==> src/rtl/wpa_pkg.sv <==
package wpa_pkg;
  typedef enum logic [1:0] {
    ST_HUNT,
    ST_FIRST,
    ST_SECOND
  } wpa_state_e;
endpackage

==> src/rtl/wpa_frame_fsm.sv <==
module wpa_frame_fsm
  import wpa_pkg::*;
(
  input  logic clk_i,
  input  logic rst_ni,
  input  logic valid_i,
  input  logic idle_i,
  output logic take_first_o,
  output logic take_second_o,
  output logic aligned_o,
  output logic frame_err_o
);
  wpa_state_e state_q, state_d;
  logic       is_data, is_idle, err_q;

  assign is_data = valid_i & ~idle_i;
  assign is_idle = valid_i & idle_i;

  assign take_first_o  = (state_q == ST_FIRST)  & is_data;
  assign take_second_o = (state_q == ST_SECOND) & is_data;

  always_comb begin
    state_d = state_q;
    unique case (state_q)
      ST_HUNT:   if (is_idle) state_d = ST_FIRST;
      ST_FIRST:  if (is_data) state_d = ST_SECOND;
      ST_SECOND: if (valid_i) state_d = ST_FIRST; // data completes, idle drops partial
      default:   state_d = ST_HUNT;
    endcase
  end

  always_ff @(posedge clk_i or negedge rst_ni) begin
    if (!rst_ni) begin
      state_q <= ST_HUNT;
      err_q   <= 1'b0;
    end else begin
      state_q <= state_d;
      err_q   <= (state_q == ST_SECOND) & is_idle;
    end
  end

  assign aligned_o   = (state_q != ST_HUNT);
  assign frame_err_o = err_q;
endmodule

==> src/rtl/wpa_half_store.sv <==
module wpa_half_store #(
  parameter int unsigned HALF_W     = 16,
  parameter bit          HIGH_FIRST = 1'b1,
  localparam int unsigned WORD_W    = 2 * HALF_W
) (
  input  logic              clk_i,
  input  logic              rst_ni,
  input  logic [HALF_W-1:0] data_i,
  input  logic              take_first_i,
  input  logic              take_second_i,
  output logic [WORD_W-1:0] word_o,
  output logic              word_valid_o
);
  logic [HALF_W-1:0] hold_q;
  logic [WORD_W-1:0] word_q, joined;
  logic              valid_q;

  generate
    if (HIGH_FIRST) begin : g_high_first
      assign joined = {hold_q, data_i};
    end else begin : g_low_first
      assign joined = {data_i, hold_q};
    end
  endgenerate

  always_ff @(posedge clk_i or negedge rst_ni) begin
    if (!rst_ni) begin
      hold_q  <= '0;
      word_q  <= '0;
      valid_q <= 1'b0;
    end else begin
      valid_q <= take_second_i;
      if (take_first_i)  hold_q <= data_i;
      if (take_second_i) word_q <= joined;
    end
  end

  assign word_o       = word_q;
  assign word_valid_o = valid_q;
endmodule

==> src/rtl/word_pair_assembler.sv <==
module word_pair_assembler #(
  parameter int unsigned HALF_W     = 16,
  parameter bit          HIGH_FIRST = 1'b1,
  localparam int unsigned WORD_W    = 2 * HALF_W
) (
  input  logic              clk_i,
  input  logic              rst_ni,
  input  logic [HALF_W-1:0] data_i,
  input  logic              valid_i,
  input  logic              idle_i,
  output logic [WORD_W-1:0] word_o,
  output logic              word_valid_o,
  output logic              aligned_o,
  output logic              frame_err_o
);
  logic take_first, take_second;

  wpa_frame_fsm i_fsm (
    .clk_i         (clk_i),
    .rst_ni        (rst_ni),
    .valid_i       (valid_i),
    .idle_i        (idle_i),
    .take_first_o  (take_first),
    .take_second_o (take_second),
    .aligned_o     (aligned_o),
    .frame_err_o   (frame_err_o)
  );

  wpa_half_store #(.HALF_W(HALF_W), .HIGH_FIRST(HIGH_FIRST)) i_store (
    .clk_i         (clk_i),
    .rst_ni        (rst_ni),
    .data_i        (data_i),
    .take_first_i  (take_first),
    .take_second_i (take_second),
    .word_o        (word_o),
    .word_valid_o  (word_valid_o)
  );
endmodule

==> config.mk <==
export PLATFORM = sky130hd
export DESIGN_NAME = word_pair_assembler
export DESIGN_NICKNAME = d
export VERILOG_FILES = /design/src/rtl/wpa_pkg.sv /design/src/rtl/wpa_frame_fsm.sv /design/src/rtl/wpa_half_store.sv /design/src/rtl/word_pair_assembler.sv
export SDC_FILE = /design/constraint.sdc
export NUM_CORES = 1
export LEC_CHECK = 0
export ABC_AREA = 1
export BUFFER_PORTS_ARGS = -buffer_cell sky130_fd_sc_hd__buf_2
export CORE_MARGIN = 10
export CORE_UTILIZATION = 40
export CTS_CLUSTER_SIZE = 16
export DETAILED_ROUTE_END_ITERATION = 10
export PLACE_DENSITY = 0.68
export SYNTH_ARGS = -nofsm -noshare
export SYNTH_HDL_FRONTEND = slang
export SYNTH_SLANG_ARGS = --single-unit
export TNS_END_PERCENT = 20
==> constraint.sdc <==
create_clock -name clk_i -period 1.4 [get_ports clk_i]
set_input_delay 0.14 -clock clk_i [delete_from_list [all_inputs] [get_ports clk_i]]
set_output_delay 0.14 -clock clk_i [all_outputs]
set_load 0.005 [all_outputs]
==> results of run 1 <==
## metrics by stage
step                cell area [sq um]  utilization [%]  power, mW  worst slack, ns
finish                           2590             50.1       5.19            0.142
global placement                 2440             47.3       4.09            0.102
global route                     2590             50.1       5.63           0.0418
CTS                              2580             49.9       5.27           0.0678
floorplan                        2150                -       3.41            0.294
detailed placement               2440             47.3       4.15           0.0810
## registers in the layout, indices dropped and copies added, names as in the netlist
name and cells:
i_fsm.frame_err_o 1, i_fsm.state_q 2, i_store.word_o 32, i_store.hold_q 16
i_store.word_valid_o 1
## worst max-delay path, delay by kind of cell, from the launching register on
family	cells	cell delay, ns
buffers and inverters	1	0.10
and+or+nand+nor	4	0.60
DFF	1	0.46
## final cells by class
type | count | area, sq um
multi-input cells | 156 | 714
inverters | 6 | 22.5
well taps | 70 | 87.6
flip-flops and latches | 52 | 1300
clock inverters | 1 | 30.0
clock buffers | 7 | 96.3
fillers | 500 | 2580
repair buffers | 61 | 342
## kinds of logic after synthesis
family,synth area share [%]
simple gates,32.3
buf+inv,6.74
flops,60.5
compound gates,0.465
## final timing paths
path | start | endpoint | slack (ns) | depth (start not counted)
setup / recovery | i_fsm.state_q[0] | i_store.hold_q[15] | 0.14 | 5
hold / removal | valid_i | i_fsm.state_q[1] | 0.06 | 2
setup reg to reg | i_fsm.state_q[0] | i_store.hold_q[15] | 0.14 | 5
hold reg to reg | i_store.word_o[4] | i_store.word_o[4] | 0.47 | 2
max in group asynchronous | rst_ni | i_fsm.frame_err_o | 0.60 | 3
min in group asynchronous | rst_ni | i_store.word_o[12] | 0.29 | 2
## layer usage
layer / share of wire (%) / up-vias / GRT usage, %
met5: 0 / - / 0
met4: 1.0 / 0 / 3.73
met3: 8.0 / 6 / 4.80
met2: 46 / 44 / 18.0
met1: 44 / 798 / 14.2
li1: - / 842 / -
## cells in the final DEF, fill, tap and decap left out, types with 2 or more instances in the layout
cell / count
nand3_1: 49
nand2_1: 99
o21ai_1: 2
dfrtp_1: 52
nor2_8: 2
buf_4: 4
buf_2: 54
inv_2: 5
clkbuf_8: 7
## where the power goes
group	total (mW)	leakage (nW)	internal [mW]	switching (mW)
logic	1.54	0.762	0.664	0.872
clock network	1.10	0.0645	0.630	0.467
registers	2.55	0.671	2.17	0.377
total	5.19	1.50	3.47	1.72
## what timing repair did
action / in CTS / in global routing
setup endpoints to repair: 0 / 11
endpoints found under the hold margin: 16 / 0
resized for setup: 0 / 2
hold buffers: 1 / 0
==> run metrics, run 1 <==
outcome=complete, no violations; Worst-path clk slew=around 0.09 ns; top cells by instance count after synthesis=nand2_1 (99), dfrtp_1 (52), nand3_1 (49); WS Path Type=reg2reg; final net count=302; Seq cells post-synth=52; vias=about 1.7k; starting density of the core=41.6%; pwr dens=2000 mW/mm^2; CP Capture Type=flop; Cell Count, Final, Fillers Out=353; worst path cell trace=inv_2, nor2_8, nand2_4, nand2_1, nand2_1; Num CTS Buffers=5; Setup TNS=0 ns; Worst Path Required=1.60 ns; initial DRC count=91; fmax=795 MHz; Main synth FF type=dfrtp_1; wire length per cell=13.9 um; largest net degree at the start of global routing=37; CP peak stage delay=around 0.46 ns; Ant. Diodes=0; hold_ws=0.0602 ns; Die H=slightly above 90 um; Yosys top cell by area=dfrtp_1; Max stage delay cell, worst path=dfrtp_1; area growth from synthesis to final layout=20.5%; later-pin clock latency in the skew report=~0.3 ns; Placed Cells=344; Netlist Area Pre-Place=0.00215 sq mm; synth warn=0; dpl hpwl=3.53 mm; Clock Path Buffers=2; drt drc=0; GRT overflow=0; top-area cell type share of the netlist area=between 60 and 70%; syn avg cell area=between 9 and 10 sq um; Synth cell types=13; global-route wire length before repair=roughly 8.1 mm; H-tree depth=2; vias per cell=4.79; FP Rows=26; Post-synth ARST share=100%; post-layout min period=1.26 ns; IO Count=55; CTS tree=done; syn nets=247; final antenna-violating net count=0; maximum VDD drop=0.829 mV; RSZ-0062 raised after global routing=no; postcts setup bufs=0; drt first pass iters=4; Final period util=89.9%; GPL Wtd Cong=0.778; Most common cell on crit path=nand2_1; sequential fraction of the synthesis area=approximately 60%; most common cell in the netlist=nand2_1; max-slew violations=0; Post-Route WL=4.90 mm; Total GRT Usage=between 10 and 15%; EDFF count, synth=0; vias in the first global route=1655; Leak=1.50 nW; Max Clock Skew=0.00286 ns; Rel. slew slack=73.2%; die width=~93 um; Port Buffers=54; clk sinks=52; share of layout cells above drive strength 1=27.6%; Worst Path Max Fanout=18; Area contributors post-synth=dfrtp_1 (60%), nand2_1 (17%), nand3_1 (11%); clock root cell=clkbuf_8; Max Cap Violations=0; Startpoint Class=flop; Arr. time, crit path=1.46 ns; Post-Syn Instances=227; Hold WC Path Type=in2reg; die area=approximately 0.0087 sq mm; final-report setup violation count=0; Core Area=0.00517 sq mm; Tightest Pin Transition=0.402 ns; initial antenna violation count=0; final hold violations=0
Note: power is estimated with default switching activity, not from simulation.
==> inputs of run 2 (changes only) <==
--- a/config.mk
+++ b/config.mk
@@ -11,7 +11,7 @@
 export CORE_UTILIZATION = 40
 export CTS_CLUSTER_SIZE = 16
 export DETAILED_ROUTE_END_ITERATION = 10
-export PLACE_DENSITY = 0.68
+export PLACE_DENSITY = 0.6
 export SYNTH_ARGS = -nofsm -noshare
 export SYNTH_HDL_FRONTEND = slang
 export SYNTH_SLANG_ARGS = --single-unit
==> run metrics, run 2 (synthesized netlist as in run 1, its figures left out) <==
outcome=complete, no violations; final-report setup violation count=0 (unchanged); Port Buffers=54 (unchanged); GPL Wtd Cong=0.755 (-3.1%); Tot Pwr=5.53 mW (+6.6%); Die H=93.4 um (unchanged); Core Area=0.00517 sq mm (unchanged); final antenna-violating net count=0 (unchanged); final net count=305 (+0.99%); area growth from synthesis to final layout=22.9%; clock root cell=clkbuf_8; largest net degree at the start of global routing=53 (+43%); vias=1661 (-1.7%); CP Capture Type=output port; Setup TNS=0 ns (unchanged); GRT overflow=0 (unchanged); Largest register FFs=32 (unchanged); initial antenna violation count=0 (unchanged); WS Path Type=reg2out; post-layout min period=1.28 ns (+0.0222 ns); Total GRT Usage=11.6% (+0.031 points); FP Rows=26 (unchanged); fmax=781 MHz (-1.7%); most frequent cells in the layout=nand2_1 (99), buf_2 (54), dfrtp_1 (52); max-slew violations=0 (unchanged); die area=0.00871 sq mm (unchanged); Max Cap Violations=0 (unchanged); CTS tree=done; vias in the first global route=1657 (+0.12%); initial DRC count=95 (+4.4%); multi-input logic area=714 sq um (unchanged); path depth of the worst reg2reg path=5 (unchanged); Worst Path Max Fanout=3 (-15); FF+latch area=0.00130 sq mm (unchanged); Worst Path Required=1.26 ns (-0.34 ns); pwr dens=2090 mW/mm^2 (+4.5%); Max Clock Skew=0.00626 ns (+0.00340 ns); pre-CTS WS=0.0928 ns (+0.0118 ns); Clock Path Buffers=2 (unchanged); Hold WC Path Type=in2reg; Arr. time, crit path=1.14 ns (-0.32 ns); final core utilization=51.1% (+0.99 points); IO Count=55 (unchanged); Rel. slew slack=76.8% (+3.6 points); final hold violations=0 (unchanged); maximum VDD drop=0.854 mV (+3.0%); Leak=1.53 nW (+1.9%); H-tree depth=2 (unchanged); global-route wire length before repair=8.20 mm (+0.76%); Post-Route WL=4.88 mm (-0.39%); worst hold stages=2 (unchanged); clk sinks=52 (unchanged); drt drc=0 (unchanged); share of layout cells above drive strength 1=28.3% (+0.76 points); Tightest Pin Transition=0.347 ns (-0.0554 ns); fill count=507 (+1.4%); commonest non-fill, non-tap cell in the layout=nand2_1; Ant. Diodes=0 (unchanged); RSZ-0062 raised after global routing=no; wire length per cell=13.7 um (-1.2%); Worst-path clk slew=0.09 ns (about the same); dpl hpwl=3.42 mm (-3.1%); die width=93.4 um (unchanged); later-pin clock latency in the skew report=0.31 ns (about the same); Setup WS post-layout=0.119 ns (-0.0222 ns); starting density of the core=41.6% (unchanged); Startpoint Class=flop; drt first pass iters=4 (unchanged); Final period util=91.5% (+1.6 points); Post-Place Cell Area=0.00244 sq mm (unchanged); Final Instance Area=0.00265 sq mm (+2.0%); vias per cell=4.67 (-2.5%); Num CTS Buffers=5 (unchanged)
run 2: cell count changes in the layout (fill, tap and decap cells not counted), sizes merged:
cell / previous run / this run
buf: 60 / 63
clkbuf: 7 / 5
bufinv: 1 / 3
run 2: per-stage QoR:
stage,std cells,hold slack (ns)
final,356,0.0427
after global routing,356,0.0374
after floorplan,227,-0.156
after detailed placement,344,0.159
after global placement,344,0.156
after CTS,353,0.0321
run 2: worst paths after layout:
kind | from | endpoint | slack (ns)
min | valid_i | i_fsm.state_q[1] | 0.04
min reg2reg | i_store.word_o[5] | i_store.word_o[5] | 0.47
max reg2reg | i_fsm.state_q[1] | i_store.word_o[20] | 0.14
min in group asynchronous | rst_ni | i_store.word_o[10] | 0.34
max in group asynchronous | rst_ni | i_store.word_o[18] | 0.82
max | i_fsm.state_q[0] | aligned_o | 0.12
run 2: critical path, cell delays in order (launching register included):
cell,delay [ns]
dfrtp_1,0.47
inv_2,0.15
nand2_1,0.09
buf_2,0.13
run 2: what timing repair did:
item / 4_1_cts / 5_1_grt
hold buffers: 1 / 0
resized for setup: 0 / 1
endpoints found under the setup margin: 0 / 29
setup buffers: 0 / 3
hold endpoints to repair: 52 / 0
run 2: where the power goes:
group	internal (mW)	switching, mW
sequential	2.17	0.369
clock	0.893	0.507
combinational	0.710	0.872
run 2: layout make-up:
type / instances / share of cell area (%)
Clock buffer: 5 / 2.60
Tap cell: 70 / 3.31
Inverter: 6 / 0.851
Sequential cell: 52 / 49.2
Timing Repair Buffer: 64 / 13.6
Clock inverter: 3 / 3.41
Multi-Input combinational cell: 156 / 27.0
run 2: layer usage:
metal / vias up / wire length [um] / track usage [%]
li1: 839 / - / -
met1: 769 / 2210 / 13.8
met2: 48 / 2160 / 17.9
met3: 5 / 453 / 5.92
met4: 0 / 47 / 3.47
met5: - / 0 / 0
